==> config.mk <==
export PLATFORM = sky130hd
export DESIGN_NAME = burst_addr_seq
export DESIGN_NICKNAME = d
export VERILOG_FILES = /design/src/rtl/burst_addr_seq.sv
export SDC_FILE = /design/constraint.sdc
export NUM_CORES = 1
export LEC_CHECK = 0
export ABC_AREA = 1
export BUFFER_PORTS_ARGS = -buffer_cell sky130_fd_sc_hd__buf_2
export CAP_MARGIN = 25
export CELL_PAD_IN_SITES_DETAIL_PLACEMENT = 2
export CELL_PAD_IN_SITES_GLOBAL_PLACEMENT = 2
export CORE_ASPECT_RATIO = 0.5
export CORE_MARGIN = 4
export CORE_UTILIZATION = 21
export DETAILED_ROUTE_END_ITERATION = 8
export HOLD_SLACK_MARGIN = 0.03
export PLACE_DENSITY = 0.74
export SYNTH_ARGS = -nofsm -noshare
export SYNTH_HDL_FRONTEND = slang
export SYNTH_SLANG_ARGS = --single-unit
==> constraint.sdc <==
create_clock -name clk -period 1 [get_ports clk]
set_input_delay 0.2 -clock clk [delete_from_list [all_inputs] [get_ports clk]]
set_output_delay 0.2 -clock clk [all_outputs]
set_load 0.02 [all_outputs]
==> src/rtl/burst_addr_seq.sv <==
module burst_addr_seq #(
  parameter int ADDR_W = 20
) (
  input  logic              clk,
  input  logic              rst,
  input  logic              strb_a_n,
  input  logic              strb_b_n,
  input  logic              adv_n,
  input  logic              order_xor,
  input  logic [ADDR_W-1:0] addr_in,
  output logic [ADDR_W-1:0] addr_out,
  output logic [1:0]        beat
);
  localparam int LOW_W = 2;

  logic [ADDR_W-1:0] start_q;
  logic [LOW_W-1:0]  cnt_q;
  logic [LOW_W-1:0]  low;
  logic              load, step;

  assign load = ~strb_a_n | ~strb_b_n;
  assign step = ~adv_n & ~load;

  always_ff @(posedge clk) begin
    if (rst) begin
      start_q <= '0;
      cnt_q   <= '0;
    end else if (load) begin
      start_q <= addr_in;
      cnt_q   <= '0;
    end else if (step) begin
      cnt_q   <= cnt_q + 1'b1;
    end
  end

  assign low      = order_xor ? (start_q[LOW_W-1:0] ^ cnt_q)
                              : (start_q[LOW_W-1:0] + cnt_q);
  assign addr_out = {start_q[ADDR_W-1:LOW_W], low};
  assign beat     = cnt_q;
endmodule


==> results.md, run 1 <==
* Status: finished with violations
* Violated checks: setup timing
* Clock tree sinks at 22
* Final Hold Fails at 0
* Initial antenna violation count at 0
* Synth Instances at 134
* Post-route DRC at 0
* CTS Hold Bufs at 0
* Power, Total at 1.98 mW
* Yosys warns at 0
* Vias in the first global route at 1100
* Synth top cells by count: 42 x nor2_1, 22 x dfxtp_1, 20 x buf_4, 15 x o21ai_0, 11 x nand2_1
* Hold Path Class: in -> reg
* Cell count of the worst hold path at 3
* Top post-synthesis cells by area: dfxtp_1 45%, nor2_1 16%, buf_4 15%
* Distinct cells, synth at 18
* Post-route insts no fill at 228
* Synthesized area at 990 um2
* Die Y at 56.5 um
* Final hold slack at 0.160 ns
* RSZ-0062 raised after global routing: true
* Sequential share of the synthesized area at 44.5%
* Share of layout cells above drive strength 1 at 46.2%
* CP max FO at 2
* Syn avg cell area at 7.39 um2
* R2R cell count at 8
* Worst-Margin Slew at 0.391 ns
* Worst path max stage delay at 0.36 ns
* Max Cap Violations at 0
* CTS tree: yes
* First-pass GRT wire length at 5130 um
* Critical path capture point: addr_out[1]
* Clock slew at reported path FFs at 0.08 ns
* Rel. slew slack at 73.9%
* CP Capture Type: output port
* Antenna violation net count after detailed routing at 0
* Detailed Routing Iterations Pass 1 at 3
* Via count at 968
* Critical path type: reg -> out
* Layout Utilization at 31.1%
* Slowest library cell on the worst path: dfxtp_4
* Crit path DAT at 1.18 ns
* R2r startpoint: beat[0]
* Cell Pwr Density at 1430 mW/mm2
* Clk_lat worst skew at 0.26 ns
* Cells after DPL at 220
* Syn Nets at 161
* Highest clock rate at 0.725 GHz
* Cell Chain, Critical Path: ha_4, inv_2, nor2_4, inv_1, nand2_1, nand2_1, inv_2, buf_6
* Post-synth EDFFs at 0
* Crit path time final at 1.38 ns
* Antenna diodes at 0
* Grt ovf at 0
* Yosys reg bits at 22
* CTS Buf Count at 3
* Reg2reg setup slack at -0.09 ns
* Pin count of the biggest net entering global routing at 22
* Share of the synthesized area in the top cell type at 44.5%
* Area grow syn2layout at 40.5%
* Final setup viols at 6
* Most common cell in the netlist: nor2_1
* Placer Congestion at 0.714
* DP Worst Slack at -0.213 ns
* CP Launch Point: beat[0]
* Row Count at 17
* Setup TNS at -0.905 ns
* Initial core utilization at 22.2%
* Leading area contributor after synthesis: dfxtp_1
* Final Cell Area at 0.00139 mm2
* Main synth FF type: dfxtp_1
* Asr flop ratio synth at 0%
* Core Footprint at 0.00447 mm2
* Die width at 105 um
* Worst path required time at 0.80 ns
* Clk buf depth at 2
* Via/cell ratio at 4.25
* Detailed-route wire length per cell at 13.8 um
* Detailed placer's ending HPWL at 2270 um
* RR Endpoint: beat[1]
* Routed WL at 3140 um
* DIE AREA at 0.00594 mm2
* Slew Viols, Final at 0
* DP Area at 0.00119 mm2
* Worst-case clock skew at 0.000135 ns
* CTS root buffer: clkbuf_8
* CTS HTree Levels at 1
* Period utilization at 138%
* Initial drt markers at 21
* Leak Pwr at 0.657 nW
* Total track usage at 10.8%
* Worst VDD drop at 455 uV
* Nets at 199
* Startpoint types: flop
* Setup WS post-layout at -0.380 ns
* I/O Buffers at 47
* I/O pin count at 48
-- per-layer routing --
layer  track usage (%)  vias to the layer above  share of wire (%)  routed length [um]
li1                  -                      470                  -                   -
met1              10.9                      478                 39                1230
met2              22.1                       18                 57                1790
met3              3.21                        2                3.2                 102
met4              2.06                        0               0.67                  21
met5                 0                        -                  0                   0
-- power by group --
| part | switching, mW | internal (mW) | leakage (nW) |
|---|---|---|---|
| Sequential | 0.0330 | 0.932 | 0.186 |
| Combinational | 0.214 | 0.163 | 0.443 |
| Clock | 0.291 | 0.351 | 0.0288 |
-- cell families (layout without fill, tap and decap cells) --
family	Yosys count	after routing	share of synthesized area, %
adder cells (fa/ha/maj)	1	1	1.26
flip-flops	22	22	44.5
buffers and inverters	32	69	20.1
AND/OR/NAND/NOR	55	55	21.2
AO/OA/AOI/OAI	22	22	11.1
XOR/XNOR	2	2	1.77
-- sequential cells by signal, indices dropped and copies added (netlist names) --
| signal | flops |
|---|---|
| beat | 2 |
| start_q | 20 |
-- area by class of cell --
type | instances | area [um2]
clock buffers | 4 | 55.1
fillers | 518 | 3080
well taps | 57 | 71.3
multi-input cells | 80 | 389
flip-flops and latches | 22 | 453
repair buffers | 57 | 389
inverters | 8 | 32.5
-- timing repair --
item	CTS	global route
endpoints found under the setup margin	4	20
setup buffers	3	2
pin swaps	1	3
resized for setup	15	28
endpoints found under the hold margin	0	0
-- cells in the final DEF, fill, tap and decap left out, drive strengths merged, types with 2 or more instances in the layout --
master  netlist  final
a21oi         2      2
buf          21     57
clkbuf        3      4
dfxtp        22     22
inv           7      7
nand2        12     12
nor2         42     42
o21ai        20     20
-- worst min-delay path by stage --
| stage | slack (ns) | endpoint | startpoint |
|---|---|---|---|
| CTS | 0.15 | start_q[0] | addr_in[0] |
| floorplan | 0.33 | start_q[14] | addr_in[14] |
| finish | 0.16 | start_q[3] | addr_in[3] |
| global route | 0.17 | start_q[4] | addr_in[4] |
| global placement | 0.42 | start_q[9] | addr_in[9] |
| detailed placement | 0.43 | start_q[4] | addr_in[4] |
-- critical path: cells and delay by family (launching register included) --
kind	cells	cell delay, ns
fa+ha+maj	1	0.15
flops	1	0.36
buf+inv	4	0.26
simple gates	3	0.14
No activity file was read; power rests on OpenSTA's default activity.
==> inputs of run 2 (changes only) <==
- BUFFER_PORTS_ARGS: -buffer_cell sky130_fd_sc_hd__buf_2 -> -buffer_cell sky130_fd_sc_hd__buf_4
- SKIP_LAST_GASP: default -> 1
==> run 2 against run 1 <==
The flow still finishes with violations (setup timing); final cell count unchanged; wire length down 5.1%; largest power group unchanged; critical path type unchanged; combinational power up 7.2%.
==> results.md, run 2 (synthesis results as in run 1) <==
* Status: finished with violations
* Violated checks: setup timing
* Register with the most flip-flops: start_q
* Commonest non-fill, non-tap cell in the layout: buf_4
* RSZ-0062 raised after global routing: true
* Detailed Routing Iterations Pass 1 at 3
* Initial antenna violation count at 0
* Setup TNS at -1.23 ns
* Die width at 105 um
* Leak Pwr at 0.685 nW
* Total track usage at 9.94%
* Post-route insts no fill at 228
* Worst VDD drop at 661 uV
* Period utilization at 137%
* Die Y at 56.5 um
* Final Hold Fails at 0
* Comb power frac at 18.3%
* Clk_lat worst skew at 0.26 ns
* CTS tree: yes
* Switching part of the total power at 24.4%
* NetSw at 0.536 mW
* Crit path time final at 1.37 ns
* Clock share of power at 37.7%
* Largest register FFs at 20
* Slew Viols, Final at 0
* Detailed placer's ending HPWL at 2230 um
* Worst-case clock skew at 0.0000113 ns
* Core Footprint at 0.00447 mm2
* Cells after DPL at 220
* Max Cap Violations at 0
* Nets at 199
* Routed WL at 2980 um
* Antenna violation net count after detailed routing at 0
* CP max FO at 2
* Final setup viols at 6
* Clock slew at reported path FFs at 0.08 ns
* DIE AREA at 0.00594 mm2
* Clk buf depth at 2
* Flop pwr share at 43.9%
* Rel. slew slack at 72.0%
* Clock tree sinks at 22
* Share of layout cells above drive strength 1 at 45.6%
* Via/cell ratio at 4.18
* Pin count of the biggest net entering global routing at 22
* Setup WS post-layout at -0.369 ns
* Grt ovf at 0
* DP Area at 0.00131 mm2
* CTS Hold Bufs at 0
* DP Worst Slack at -0.167 ns
* Row Count at 17
* Detailed-route wire length per cell at 13.1 um
* Critical path type: reg -> out
* Highest clock rate at 0.730 GHz
* Crit path DAT at 1.17 ns
* I/O pin count at 48
* Vias in the first global route at 990
* Initial core utilization at 22.2%
* Worst path required time at 0.80 ns
* CTS Buf Count at 3
* Area grow syn2layout at 48.8%
* First-pass GRT wire length at 4780 um
* Final Cell Area at 0.00147 mm2
* Layout Utilization at 33.0%
* CTS HTree Levels at 1
* Placer Congestion at 0.737
* CTS root buffer: clkbuf_8
* Antenna diodes at 0
* Hold Path Class: in -> reg
* Commonest non-fill, non-tap cells in the layout: 49 x buf_4, 41 x nor2_1, 16 x dfxtp_1
* Via count at 954
* Cell Pwr Density at 1490 mW/mm2
* Initial drt markers at 11
* CP Capture Type: output port
* Int Power at 1.66 mW
* I/O Buffers at 47
* Startpoint types: flop
* Worst-Margin Slew at 0.420 ns
* Post-route DRC at 0
[run 2: cell types whose count changed in the layout (fill, tap and decap cells not counted)]
cell       before  now
buf_2          29    0
buf_6           9    8
buf_4          19   49
nand2_1         7    8
clkbuf_8        4    3
nand2_2         4    3
bufinv_16       0    1
[run 2: final timing paths]
kind	start	slack, ns	to	cells past startpoint
max	beat[0]	-0.37	addr_out[1]	8
min	addr_in[19]	0.15	start_q[19]	3
max reg2reg	beat[0]	-0.20	beat[1]	9
min reg2reg	start_q[12]	0.51	start_q[12]	2
[run 2: final cells by class]
type	count	area, um2
clock buffers	3	41.3
clock inverters	1	30.0
fillers	535	2990
inverters	8	32.5
multi-input cells	80	387
flip-flops and latches	22	453
well taps	57	71.3
repair buffers	57	458
[run 2: stage by stage]
step	hold WS, ns	power (mW)
5_1_grt	0.150	2.33
6_report	0.155	2.20
3_3_place_gp	0.422	1.37
2_1_floorplan	0.335	1.24
3_5_place_dp	0.430	1.39
4_1_cts	0.146	2.25
[run 2: power by group through the flow]
stage | Combinational [mW] | Clock [mW] | Sequential [mW]
after global routing | 0.445 | 0.907 | 0.974
after detailed placement | 0.398 | 0 | 0.987
after floorplan | 0.268 | 0 | 0.977
after global placement | 0.386 | 0 | 0.985
final | 0.403 | 0.829 | 0.966
after CTS | 0.408 | 0.874 | 0.966
[run 2: critical path, cell delays in order (launching register included)]
cell and delay [ns]:
dfxtp_4 0.36, ha_4 0.15, inv_2 0.06, nor2_4 0.03
inv_1 0.04, nand2_1 0.05, nand2_1 0.07, inv_2 0.04
buf_6 0.12
[run 2: metal layers]
layer / share of wire (%) / GRT usage (%)
met1: 42 / 12.0
met2: 54 / 17.5
met3: 3.6 / 2.99
met4: 0.70 / 2.24
met5: 0 / 0
[run 2: what timing repair did]
| action | 4_1_cts | 5_1_grt |
|---|---|---|
| hold endpoints to repair | 0 | 0 |
| setup buffers | 3 | 2 |
| endpoints found under the setup margin | 4 | 9 |
| resized for setup | 9 | 14 |
| pin swaps | 1 | 2 |
==> inputs of run 3 (changes only) <==
- CORE_UTILIZATION: 21 -> 22
- CTS_BUF_LIST: default -> sky130_fd_sc_hd__clkbuf_8
- PLACE_DENSITY: 0.74 -> 0.77
- RECOVER_POWER: default -> 25
==> run 3 against run 2 <==
The run still ends with setup timing left; wire length is 5.0% lower; sequential power hardly changed; die area is 4.1% lower; final cell count is 3.5% lower; non-clock buffer count is 5 lower; first-iteration DRC count is 36% higher; via count is 2.9% lower; critical path type unchanged; critical endpoint unchanged; largest cell class is now sequential cells; highest routed layer unchanged.
==> results.md, run 3 (synthesis results as in run 1) <==
* Status: finished with violations
* NetSw at 0.517 mW
* Total track usage at 10.1%
* Slowest library cell on the worst path: dfxtp_4
* Worst-Margin Slew at 0.380 ns
* Register with the most flip-flops: start_q
* Max Cap Violations at 0
* CP Capture Type: output port
* Rel. slew slack at 74.6%
* I/O Buffers at 47
* Via count at 926
* Power, Total at 1.99 mW
* Final setup viols at 4
* Clock share of power at 31.6%
* Highest clock rate at 0.732 GHz
* Detailed placer's ending HPWL at 2150 um
* Commonest non-fill, non-tap cell in the layout: buf_4
* Comb power frac at 20.0%
* Crit path time final at 1.37 ns
* Flop pwr share at 48.4%
* Share of layout cells above drive strength 1 at 39.8%
* Worst-case clock skew at 0.0000425 ns
* CTS Hold Bufs at 0
* Worst VDD drop at 528 uV
* Vias in the first global route at 995
* Cell Pwr Density at 1430 mW/mm2
* CTS HTree Levels at 1
* First-pass GRT wire length at 4680 um
* Antenna violation net count after detailed routing at 0
* Via/cell ratio at 4.21
* DIE AREA at 0.00570 mm2
* Hold Path Class: in -> reg
* Commonest non-fill, non-tap cells in the layout: 45 x buf_4, 41 x nor2_1, 18 x dfxtp_1
* Slew Viols, Final at 0
* Placer Congestion at 0.652
* Initial core utilization at 24.1%
* Post-route DRC at 0
* Crit path DAT at 1.17 ns
* Critical path type: reg -> out
* RSZ-0062 raised after global routing: true
* Clock slew at reported path FFs at 0.08 ns
* Detailed Routing Iterations Pass 1 at 2
* Routed WL at 2840 um
* Clock tree sinks at 22
* Clk buf depth at 2
* Die Y at 55.4 um
* CTS Buf Count at 3
* Core Footprint at 0.00410 mm2
* Die width at 103 um
* Cell Chain, Critical Path: ha_4, inv_2, nor2_4, inv_1, nand2_1, nand2_1, inv_2, buf_6
* Switching part of the total power at 26.0%
* Grt ovf at 0
* Startpoint types: flop
* Worst path required time at 0.80 ns
* Largest register FFs at 20
* I/O pin count at 48
* Initial antenna violation count at 0
* Final Hold Fails at 0
* Violated checks: setup timing
* Layout Utilization at 34.0%
* Setup WS post-layout at -0.366 ns
* Detailed-route wire length per cell at 12.9 um
* Clk_lat worst skew at 0.26 ns
* CP max FO at 2
* Period utilization at 137%
* Antenna diodes at 0
* Worst path max stage delay at 0.36 ns
* Nets at 194
* CTS root buffer: clkbuf_8
* Initial drt markers at 15
* Int Power at 1.48 mW
* Leak Pwr at 0.650 nW
* Area grow syn2layout at 41.1%
* Pin count of the biggest net entering global routing at 22
* Row Count at 16
* CTS tree: yes
run 3: final timing paths:
check | to | slack [ns] | startpoint | cells after the start
max | addr_out[1] | -0.37 | beat[0] | 8
min | start_q[17] | 0.16 | addr_in[17] | 3
max reg2reg | beat[1] | 0.08 | beat[0] | 6
min reg2reg | start_q[3] | 0.51 | start_q[3] | 2
run 3: area by class of cell:
type                            count  area, um2
Inverter                            8       30.0
Multi-Input combinational cell     80        372
Clock buffer                        4       55.1
Tap cell                           54       67.6
Fill cell                         469       2710
Sequential cell                    22        450
Timing Repair Buffer               52        422
run 3: timing repair:
| action | in CTS | in global routing |
|---|---|---|
| resized for setup | 7 | 5 |
| endpoints found under the setup margin | 4 | 5 |
| hold endpoints to repair | 0 | 0 |
| setup buffers | 1 | 1 |
| pin swaps | 3 | 1 |
run 3: power by group through the flow:
stage / clock network (mW) / registers (mW) / logic (mW)
after floorplan: 0 / 0.977 / 0.268
after global placement: 0 / 0.985 / 0.390
after detailed placement: 0 / 0.987 / 0.402
after CTS: 0.665 / 0.968 / 0.409
after global routing: 0.700 / 0.974 / 0.438
final: 0.629 / 0.965 / 0.399
run 3: layer usage:
layer	vias up	global-route usage, %	wire (um)	share of wire, %
met4	0	1.66	21	0.74
li1	461	-	-	-
met3	2	2.89	153	5.4
met5	-	0	0	0
met1	443	11.9	1150	40
met2	20	18.3	1520	53
run 3: per-stage QoR:
step | setup WS (ns) | cells | area, um2 | hold WS (ns) | setup TNS (ns)
after global placement | -0.120 | 216 | 1310 | 0.421 | -0.143
after CTS | -0.389 | 220 | 1390 | 0.154 | -0.742
final | -0.366 | 220 | 1400 | 0.162 | -0.696
after detailed placement | -0.173 | 216 | 1310 | 0.432 | -0.228
after floorplan | -0.0697 | 134 | 1010 | 0.335 | -0.0697
after global routing | -0.460 | 220 | 1400 | 0.165 | -0.896
run 3: worst max-delay path, delay by kind of cell (launching register included):
family	cells	cell delay, ns
fa+ha+maj	1	0.15
flops	1	0.36
buf+inv	4	0.26
simple gates	3	0.15
